File: config.mk
export PLATFORM = sky130hd
export DESIGN_NAME = nvm_page_updater
export DESIGN_NICKNAME = d
export VERILOG_FILES = /design/src/rtl/nvpu_pkg.sv /design/src/rtl/nvpu_page_buf.sv /design/src/rtl/nvpu_byte_scan.sv /design/src/rtl/nvm_page_updater.sv
export SDC_FILE = /design/constraint.sdc
export NUM_CORES = 1
export LEC_CHECK = 0
export BUFFER_PORTS_ARGS = -buffer_cell sky130_fd_sc_hd__buf_2
export CORE_AREA = 2 2 96 98
export CTS_CLUSTER_SIZE = 20
export DETAILED_ROUTE_END_ITERATION = 10
export DIE_AREA = 0 0 98 100
export GPL_ROUTABILITY_DRIVEN = 1
export PLACE_DENSITY = 0.73
export SLEW_MARGIN = 20
export SYNTH_ARGS = -nofsm -noshare
export SYNTH_HDL_FRONTEND = slang
export SYNTH_SLANG_ARGS = --single-unit
File: constraint.sdc
create_clock -name clk -period 3.7 [get_ports clk]
set_input_delay 0.74 -clock clk [delete_from_list [all_inputs] [get_ports clk]]
set_output_delay 0.74 -clock clk [all_outputs]
set_load 0.01 [all_outputs]
File: src/rtl/nvpu_pkg.sv
// Shared types for the page update controller.
package nvpu_pkg;
    typedef enum logic [3:0] {
        ST_IDLE, ST_COMPARE, ST_ERASE, ST_WAIT_ERASE, ST_VERIFY_ERASE,
        ST_PROGRAM, ST_WAIT_PROG, ST_VERIFY_PROG, ST_DONE, ST_ERROR
    } upd_state_t;
    localparam logic [7:0] ERASED_BYTE = 8'hFF;
endpackage

File: src/rtl/nvpu_page_buf.sv
// Holds the new page image written by the host.
// Assumes: writes are gated by the caller and the read port is combinational.
module nvpu_page_buf #(
    parameter int PAGE_BYTES = 8,
    parameter int IDX_W      = 3
) (
    input  logic             clk,
    input  logic             rst_n,
    input  logic             we,
    input  logic [IDX_W-1:0] wr_idx,
    input  logic [7:0]       wr_data,
    input  logic [IDX_W-1:0] rd_idx,
    output logic [7:0]       rd_data
);
    logic [7:0] bytes_q [PAGE_BYTES];

    for (genvar g = 0; g < PAGE_BYTES; g++) begin : g_byte
        // One storage byte, written when its index is selected.
        always_ff @(posedge clk) begin
            if (!rst_n)
                bytes_q[g] <= nvpu_pkg::ERASED_BYTE;
            else if (we && wr_idx == IDX_W'(g))
                bytes_q[g] <= wr_data;
        end
    end

    // Combinational lookup for the compare and load paths.
    always_comb begin
        rd_data = nvpu_pkg::ERASED_BYTE;
        for (int i = 0; i < PAGE_BYTES; i++)
            if (rd_idx == IDX_W'(i)) rd_data = bytes_q[i];
    end
endmodule

File: src/rtl/nvpu_byte_scan.sv
// Reads a whole page once, one byte per cycle, and compares each byte
// against either the buffered byte or the erased value.
// Assumes: the array returns read data one cycle after rd_en.
module nvpu_byte_scan #(
    parameter int PAGE_BYTES = 8,
    parameter int IDX_W      = 3
) (
    input  logic             clk,
    input  logic             rst_n,
    input  logic             go,
    input  logic             ref_erased,
    input  logic [7:0]       new_byte,
    input  logic [7:0]       rd_data,
    output logic             rd_en,
    output logic [IDX_W-1:0] rd_idx,
    output logic [IDX_W-1:0] cmp_idx,
    output logic             scan_done,
    output logic             any_diff,
    output logic             any_need
);
    localparam logic [IDX_W-1:0] LAST_IDX = IDX_W'(PAGE_BYTES - 1);

    logic             active_q, vld_q;
    logic [IDX_W-1:0] cnt_q, idx_q;
    logic [7:0]       ref_byte;

    assign ref_byte = ref_erased ? nvpu_pkg::ERASED_BYTE : new_byte;
    assign rd_en    = active_q;
    assign rd_idx   = cnt_q;
    assign cmp_idx  = idx_q;

    // Issues reads, aligns returned data, and accumulates the page result.
    always_ff @(posedge clk) begin
        if (!rst_n) begin
            active_q  <= 1'b0;
            vld_q     <= 1'b0;
            cnt_q     <= '0;
            idx_q     <= '0;
            scan_done <= 1'b0;
            any_diff  <= 1'b0;
            any_need  <= 1'b0;
        end else begin
            scan_done <= 1'b0;
            if (go) begin
                active_q <= 1'b1;
                vld_q    <= 1'b0;
                cnt_q    <= '0;
                any_diff <= 1'b0;
                any_need <= 1'b0;
            end else begin
                vld_q <= active_q;
                idx_q <= cnt_q;
                if (active_q) begin
                    if (cnt_q == LAST_IDX) active_q <= 1'b0;
                    else                   cnt_q    <= cnt_q + 1'b1;
                end
                if (vld_q) begin
                    if (rd_data != ref_byte) any_diff <= 1'b1;
                    if (|((rd_data ^ new_byte) & new_byte)) any_need <= 1'b1;
                    if (idx_q == LAST_IDX) scan_done <= 1'b1;
                end
            end
        end
    end

    // the last returned byte of a pass is followed by the done pulse.
    a_r10_done_after_last: assert property (@(posedge clk) disable iff (!rst_n)
        (vld_q && idx_q == LAST_IDX && !go) |=> scan_done);
endmodule

File: src/rtl/nvm_page_updater.sv
// Top of the page update controller: decides between skip, program-only
// and erase-then-program, sequences array commands and verifies each step.
// Assumes: the array raises arr_busy in the cycle after erase_req or
// prog_req and keeps it high until the operation is complete.
module nvm_page_updater #(
    parameter int PAGE_BYTES = 8,
    parameter int PA_W       = 2,
    parameter int IDX_W      = (PAGE_BYTES > 1) ? $clog2(PAGE_BYTES) : 1
) (
    input  logic             clk,
    input  logic             rst_n,
    input  logic             start,
    input  logic [PA_W-1:0]  page_addr,
    input  logic             buf_we,
    input  logic [IDX_W-1:0] buf_idx,
    input  logic [7:0]       buf_data,
    output logic             busy,
    output logic             done,
    output logic             error,
    output logic [PA_W-1:0]  arr_page,
    output logic             arr_rd_en,
    output logic [IDX_W-1:0] arr_idx,
    input  logic [7:0]       arr_rd_data,
    output logic             arr_ld_en,
    output logic [7:0]       arr_ld_data,
    output logic             erase_req,
    output logic             prog_req,
    input  logic             arr_busy
);
    import nvpu_pkg::*;

    localparam logic [IDX_W-1:0] LAST_IDX = IDX_W'(PAGE_BYTES - 1);

    upd_state_t       state_q, state_d;
    logic [PA_W-1:0]  page_q;
    logic [IDX_W-1:0] ld_idx_q;
    logic             seen_busy_q, error_q;
    logic             scan_go, scan_done, any_diff, any_need;
    logic             scan_rd_en;
    logic [IDX_W-1:0] scan_rd_idx, scan_cmp_idx, buf_rd_idx;
    logic [7:0]       buf_byte;
    logic             wait_over;

    assign busy        = (state_q != ST_IDLE);
    assign done        = (state_q == ST_DONE) || (state_q == ST_ERROR);
    assign error       = error_q;
    assign arr_page    = page_q;
    assign arr_rd_en   = scan_rd_en;
    assign arr_ld_en   = (state_q == ST_PROGRAM);
    assign arr_ld_data = buf_byte;
    assign arr_idx     = (state_q == ST_PROGRAM) ? ld_idx_q : scan_rd_idx;
    assign erase_req   = (state_q == ST_ERASE);
    assign prog_req    = (state_q == ST_PROGRAM) && (ld_idx_q == LAST_IDX);
    assign buf_rd_idx  = (state_q == ST_PROGRAM) ? ld_idx_q : scan_cmp_idx;
    assign wait_over   = seen_busy_q && !arr_busy;

    nvpu_page_buf #(.PAGE_BYTES(PAGE_BYTES), .IDX_W(IDX_W)) buf_i (
        .clk(clk), .rst_n(rst_n),
        .we(buf_we && !busy), .wr_idx(buf_idx), .wr_data(buf_data),
        .rd_idx(buf_rd_idx), .rd_data(buf_byte)
    );

    nvpu_byte_scan #(.PAGE_BYTES(PAGE_BYTES), .IDX_W(IDX_W)) scan_i (
        .clk(clk), .rst_n(rst_n), .go(scan_go),
        .ref_erased(state_q == ST_VERIFY_ERASE),
        .new_byte(buf_byte), .rd_data(arr_rd_data),
        .rd_en(scan_rd_en), .rd_idx(scan_rd_idx), .cmp_idx(scan_cmp_idx),
        .scan_done(scan_done), .any_diff(any_diff), .any_need(any_need)
    );

    // Next-state decision and scan launch.
    always_comb begin
        state_d = state_q;
        scan_go = 1'b0;
        unique case (state_q)
            ST_IDLE:
                if (start) begin state_d = ST_COMPARE; scan_go = 1'b1; end
            ST_COMPARE:
                if (scan_done) begin
                    if (!any_diff)     state_d = ST_DONE;
                    else if (any_need) state_d = ST_ERASE;
                    else               state_d = ST_PROGRAM;
                end
            ST_ERASE:      state_d = ST_WAIT_ERASE;
            ST_WAIT_ERASE:
                if (wait_over) begin state_d = ST_VERIFY_ERASE; scan_go = 1'b1; end
            ST_VERIFY_ERASE:
                if (scan_done) state_d = any_diff ? ST_ERROR : ST_PROGRAM;
            ST_PROGRAM:
                if (ld_idx_q == LAST_IDX) state_d = ST_WAIT_PROG;
            ST_WAIT_PROG:
                if (wait_over) begin state_d = ST_VERIFY_PROG; scan_go = 1'b1; end
            ST_VERIFY_PROG:
                if (scan_done) state_d = any_diff ? ST_ERROR : ST_DONE;
            ST_DONE:       state_d = ST_IDLE;
            ST_ERROR:      state_d = ST_IDLE;
            default:       state_d = ST_IDLE;
        endcase
    end

    // State, page latch, load counter, busy tracking and sticky error.
    always_ff @(posedge clk) begin
        if (!rst_n) begin
            state_q     <= ST_IDLE;
            page_q      <= '0;
            ld_idx_q    <= '0;
            seen_busy_q <= 1'b0;
            error_q     <= 1'b0;
        end else begin
            state_q <= state_d;
            if (state_q == ST_IDLE && start) begin
                page_q  <= page_addr;
                error_q <= 1'b0;
            end
            if (state_d == ST_ERROR && state_q != ST_ERROR) error_q <= 1'b1;
            if (state_q == ST_PROGRAM) ld_idx_q <= ld_idx_q + 1'b1;
            else                       ld_idx_q <= '0;
            if (state_q == ST_ERASE || prog_req) seen_busy_q <= 1'b0;
            else if (arr_busy)                   seen_busy_q <= 1'b1;
        end
    end

    // a need bit found by the compare leads straight to an erase command.
    a_r4_erase_on_need: assert property (@(posedge clk) disable iff (!rst_n)
        (state_q == ST_COMPARE && scan_done && any_diff && any_need) |=> erase_req);
    // no array read while an erase or program is pending.
    a_r7_no_read_in_wait: assert property (@(posedge clk) disable iff (!rst_n)
        (state_q == ST_WAIT_ERASE || state_q == ST_WAIT_PROG) |-> !arr_rd_en);
    // done lasts exactly one cycle.
    a_r9_done_pulse: assert property (@(posedge clk) disable iff (!rst_n)
        done |=> !done);
    // the page address holds for the whole operation.
    a_r8_page_held: assert property (@(posedge clk) disable iff (!rst_n)
        (busy && state_q != ST_DONE && state_q != ST_ERROR) |=> $stable(page_q));
    // an error only rises out of a verify state.
    a_r5_r6_error_source: assert property (@(posedge clk) disable iff (!rst_n)
        $rose(error_q) |-> $past(state_q == ST_VERIFY_ERASE || state_q == ST_VERIFY_PROG));
    // a failed erase verify never reaches a program command.
    a_r5_no_prog_after_bad_erase: assert property (@(posedge clk) disable iff (!rst_n)
        (state_q == ST_VERIFY_ERASE && scan_done && any_diff) |=> !arr_ld_en);
endmodule

-- After elaboration in Yosys (flattened, before gate mapping)
Memory sizes are Yosys's and may differ from the RTL's.
Cells that the tools add are included.
- memory bits (writable): 64
- output and inout bits: 20
- memories: 1
- logic and storage cells: 153
- bits in registers: 22
- input bits: 26
- muxes and demuxes: 65
- equal/unequal tests: 29
- reduce and logical (&&, ||, !) cells: 31
- add/subtract/negate cells: 2
- bitwise logic cells: 13
- memory list (name ; words ; width ; rd ports ; clocked after Yosys merged registers in ; write ports ; line ; source):
    buf_i.bytes_q ; 8 ; 8 ; 8 ; 0 ; 8 ; nvpu_page_buf.sv:15 ; logic [7:0] bytes_q [PAGE_BYTES];
- operators by type and width (operator ; count):
    $mux W8 ; 17
    $mux W4 ; 9
    $mux W1 ; 34
    $eq A3 B3 Y1 const B ; 11
    $pmux W4 S8 ; 1
    $eq A4 B3 Y1 const B ; 4
    $logic_and A1 B1 Y1 ; 13
    $eq A3 B2 Y1 const B ; 4
    $eq A4 B4 Y1 const B ; 3
    $mux W3 ; 3
    $and A8 B8 Y8 ; 1
    $eq A4 B2 Y1 const B ; 2
    $ne A8 B8 Y1 ; 1
    $or A1 B1 Y1 ; 8
    $reduce_and A2 Y1 ; 4
    $reduce_or A8 Y1 ; 1
    $xor A8 B8 Y8 ; 1
    $add A3 B1 Y3 const B ; 2
    $eq A3 B1 Y1 const B ; 2
    $logic_not A3 Y1 ; 2
    $reduce_or A2 Y1 ; 3
    $eq A4 B1 Y1 const B ; 1
    $logic_not A4 Y1 ; 1
    $ne A4 B4 Y1 const B ; 1
    7 further kinds ; 11

-- Logic depth before layout (Yosys ltp)
- depth after elaboration: 15
- gate-level depth with buffers: 13

-- Modules after synthesis
Synthesis repeated with hierarchy kept, for this count alone.
- cells, all modules: 380
- area, all modules: 4438.0 µm²
- by module, submodules not included (module ; cells each ; times used ; area an instance (µm²) ; seq. area each (µm²)):
    nvpu_page_buf ; 203 ; 1 ; 3030.4 ; 1921.8
    nvm_page_updater ; 102 ; 1 ; 752.0 ; 220.2
    nvpu_byte_scan ; 75 ; 1 ; 655.6 ; 220.2

-- Least setup slack after synthesis
No wires, ideal clock.
- path type: register -> output
- start: register state_q[0]
- end: output port arr_ld_data[6]
- setup slack: 0.896 ns
- data required time: 2.960 ns
- data arrival time: 2.064 ns
- stages on the path, launching flop included: 11
- cell sequence: dfxtp_1 -> buf_6 -> and4bb_1 -> buf_6 -> buf_12 -> buf_2 -> mux2i_1 -> o22ai_1 -> a211oi_1 -> a22oi_1 -> a21oi_1
- cells in the longest elaborated chain, start to end: 11
- elaborated cells between the ends (all ways): 18
- ends and longest elaborated chain (what ; line ; source):
    from (decl) ; nvm_page_updater.sv:34 ; upd_state_t state_q, state_d;
    from (signal assigned) ; nvm_page_updater.sv:110 ; state_q <= state_d;
    $eq A4 B3 Y1 (*) ; nvm_page_updater.sv:54 ; assign buf_rd_idx = (state_q == ST_PROGRAM) ? ld_idx_q : scan_cmp_idx;
    $mux W3 (*) ; nvm_page_updater.sv:54 ;
    $logic_not A3 Y1 ; nvpu_page_buf.sv:31 ; if (rd_idx == IDX_W'(i)) rd_data = bytes_q[i];
    $mux W8 (7 in a row) ; nvpu_page_buf.sv:31 ;
    $mux W8 (*) ; nvpu_page_buf.sv:31 ;
    to (decl) ; nvm_page_updater.sv:25 ; output logic [7:0] arr_ld_data,
Mark *: on every way between the ends. The rest lies on a longest branch, timed or not.

-- Worst setup path after layout
- start: register state_q[3]
- end: output port arr_ld_data[4]
The elaborated chain is that of the path after synthesis.

==> flow_summary_export.csv <==
group,metric,value,unit
outcome,status,"completed",
global_routing,grt_pass1_vias,3517,
worst_setup_path,cpLargestDelayFamily,"buffers and inverters",
detailed_routing,routed_wl,11.00,mm
sta,worst_slack,0.2134,ns
cts,cts.htree.levels,3,
worst_setup_path,path_class,"reg -> out",
place,io_buffers,45,
synth,synth_edf_count,64,
global_routing,grt_max_degree,34,
global_routing,grt_usage,23.34,%
global_routing,grt_pass1_wl,17.91,mm
sta,worst_pin_slew,0.6561,ns
global_routing,gr-usage-met2,40.20,%
final_layout,final_cells,606,
final_layout,nets,521,
synth,synthFlopType,"edfxtp_1",
pwr,report.power.total,1.866,mW
pwr,internal_power,1.409,mW
worst_setup_path,r2r-start,"state_q[3]",
final_layout,n_antenna_cell,0,
cts,worstSkewPairLatency,0.35,ns
final_layout,drive_gt1_share,22.83,%
sta,rsz0062_at_grt,"false",
cts,cts-hold-fix-buffers,0,
cts,cts_inserted_buffers,9,
synth,synth.cell_area,0.004692,mm^2
synth,yosys_warnings,0,
place,dp_worst_setup_slack,0.5294,ns
worst_setup_path,crit_start,"state_q[3]",
detailed_routing,drc,0,
synth,syn_inst,444,
place,gp_congestion,0.9318,
sta,fmax,0.2868,GHz
pwr,seq_power_share,56.4,%
final_layout,area.growth.synth_to_final,12.08,%
sta,setup_tns,0,ns
cts,ctsRootBufferMaster,"clkbuf_8",
worst_setup_path,crit_path_end_kind,"output pin",
synth,async_flop_share,0,%
place,dpl.cell_count,590,
floorplanning,row_count,35,
detailed_routing,ant_nets,0,
pwr,power.share.clock,35.9,%
floorplanning,dieWidth,98,um
worst_setup_path,crit_slowest_cell,"dfxtp_2",
sta,post-route-period-util,94.23,%
global_routing,grt_overflow,0,
worst_setup_path,cpPeakStageDelay,0.37,ns
sta,hold_viol_final,0,
worst_setup_path,start_kind,"flip-flop",
sta,setup_viol,0,
pwr,p_sw,0.4570,mW
run,timing.max_cap.violations,0,
floorplanning,dieArea,0.009800,mm^2
pwr,sw_frac_of_total,24.49,%
cts,cts.sinks,86,
detailed_routing,via_count,3648,
global_routing,met1_usage,30.76,%
cts,clk_path_buf_depth,2,
detailed_routing,avgRoutedWirePerCell,18.15,um
place,dp_hpwl,7.936,mm
pwr,leakage,1.659,nW
worst_setup_path,crit_arrival,2.75,ns
worst_setup_path,crit_fanout,33,
worst_hold_path,hp-class,"reg -> reg",
synth,synthDistinctLibCells,66,
global_routing,antenna_found_initial,0,
pwr,combPwrFrac,7.7,%
sta,skew,0.004715,ns
floorplanning,start_util,52.78,%
floorplanning,ios,46,
global_routing,top_usage_layer,"met2",
detailed_routing,vias_per_cell,6.020,
pwr,p_per_area,354.9,mW/mm^2
pwr,vdd_drop_max,0.0002581,V
sta,drv_slew,0,
worst_hold_path,hold_start,"arr_page[1]",
detailed_routing,drt_first_pass_iters,4,
synth,synth_area_per_cell,10.57,um^2
worst_setup_path,path_cells,"and4bb_1, buf_12, mux2i_4, buf_4, mux2i_1, a211oi_1, a211oi_2, inv_2, buf_2",
worst_setup_path,required,2.96,ns
synth,synth-seq-cells,86,
detailed_routing,drt_iter0_markers,179,
worst_setup_path,cp_num_buf_inv,4,
synth,synth_seq_area_share,50.35,%
sta,min_period,3.487,ns
sta,slew_headroom,56.13,%
global_routing,grt_use_met3,3.760,%
floorplanning,core,0.008890,mm^2
cts,cts_tree,"built",
floorplanning,die_h,100,um
synth,synth_nets,474,
cts,clk_pin_slew,0.09,ns
cells in the mapped netlist, drive strengths merged (2+ instances only):
master	instances	area share, %
and2	5	0.67
a21oi	12	1.3
a32oi	2	0.37
and3	2	0.27
nand2	26	2.1
nor2	27	2.2
o21ai	20	2.3
o21a	2	0.32
a211o	3	0.56
dfxtp	22	9.4
buf	8	1.5
nor2b	6	0.80
nand3	11	1.2
a21boi	2	0.32
or2	16	2.1
mux2	7	1.8
a221oi	3	0.56
xnor2	4	0.75
o41ai	2	0.37
nand3b	6	0.96
or3	49	6.5
o31ai	2	0.32
nor3b	6	0.96
nand2b	9	1.2
a22o	2	0.37
nor4b	2	0.37
nor4	5	0.67
a31oi	3	0.53
o211ai	3	0.48
clkbuf	19	1.5
a311oi	4	0.75
nand4	2	0.27
a22oi	5	0.80
o22ai	14	2.0
mux2i	24	5.9
ha	4	1.1
edfxtp	64	41
a211oi	5	0.91
nor3	6	0.64
inv	17	1.4
sequential cells by signal, indices dropped and copies added (netlist names):
register          count
scan_i.scan_done      1
scan_i.rd_idx         3
state_q               4
scan_i.rd_en          1
scan_i.vld_q          1
scan_i.cmp_idx        3
scan_i.any_diff       1
scan_i.any_need       1
buf_i.bytes_q        64
error                 1
seen_busy_q           1
ld_idx_q              3
arr_page              2
worst paths after layout:
check                    end  slack [ns]  cells past startpoint
min              arr_page[1]        0.47                      2
max           arr_ld_data[4]        0.21                      9
min reg2reg      arr_page[1]        0.47                      2
max reg2reg  scan_i.any_diff        0.71                     11
per-layer routing:
metal,vias up,wire (um)
li1,1783,-
met2,120,5481
met1,1731,4730
met5,-,0
met4,0,133
met3,14,652
cell families (layout without fill, tap and decap cells):
| group | count (synthesis) | in the layout | share of synthesized area (%) |
|---|---|---|---|
| mux | 31 | 31 | 7.680 |
| fa+ha+maj | 4 | 4 | 1.067 |
| simple gates | 183 | 183 | 21.95 |
| xor+xnor | 5 | 5 | 0.9333 |
| compound gates | 91 | 91 | 13.65 |
| buf+inv | 44 | 95 | 4.373 |
| flops | 86 | 86 | 50.35 |
layout make-up:
cell class | count | area, um^2
Inverter | 17 | 63.81
Clock inverter | 6 | 71.32
Multi-Input combinational cell | 314 | 2125
Clock buffer | 9 | 123.9
Fill cell | 750 | 3631
Timing Repair Buffer | 63 | 372.9
Tap cell | 111 | 138.9
Sequential cell | 86 | 2364
worst reg2reg max path, cell delays in order (launching register included):
cell and delay (ns):
dfxtp_2 0.37, and4bb_1 0.33, buf_12 0.21, mux2i_4 0.31, buf_4 0.24, mux2i_1 0.26
a221oi_1 0.11, a221o_1 0.36, xor2_1 0.17, nor4_1 0.18, o31ai_1 0.11, o31a_1 0.23
power groups by stage:
stage / clock network (mW) / registers (mW) / logic (mW)
2_1_floorplan: 0 / 1.07 / 0.0797
5_1_grt: 0.702 / 1.05 / 0.160
6_report: 0.669 / 1.05 / 0.145
3_5_place_dp: 0 / 1.07 / 0.144
3_3_place_gp: 0 / 1.07 / 0.140
4_1_cts: 0.670 / 1.05 / 0.144
per-stage QoR:
stage          hold WS (ns)  area [um^2]  utilization (%)
2_1_floorplan        0.4293         4692                -
3_3_place_gp         0.4457         5055            56.86
3_5_place_dp         0.4615         5055            56.86
4_1_cts              0.4732         5250            59.06
5_1_grt              0.5053         5259            59.16
6_report             0.4682         5259            59.16
placed cells by master (no fill, tap or decap), types with 13 or more instances in the layout:
master / Yosys / final
buf_2: 3 / 45
buf_4: 1 / 17
dfxtp_1: 22 / 21
edfxtp_1: 64 / 64
inv_1: 15 / 15
mux2i_1: 21 / 21
nand2_1: 26 / 26
nor2_1: 27 / 27
o21ai_0: 17 / 17
o22ai_1: 13 / 13
or2_2: 16 / 16
or3_1: 49 / 49
timing repair:
item | in CTS | in global routing
gates resized for setup | 0 | 1
setup endpoints to repair | 0 | 2
buffers inserted | 0 | 1
No activity file was read; power rests on OpenSTA's default activity.
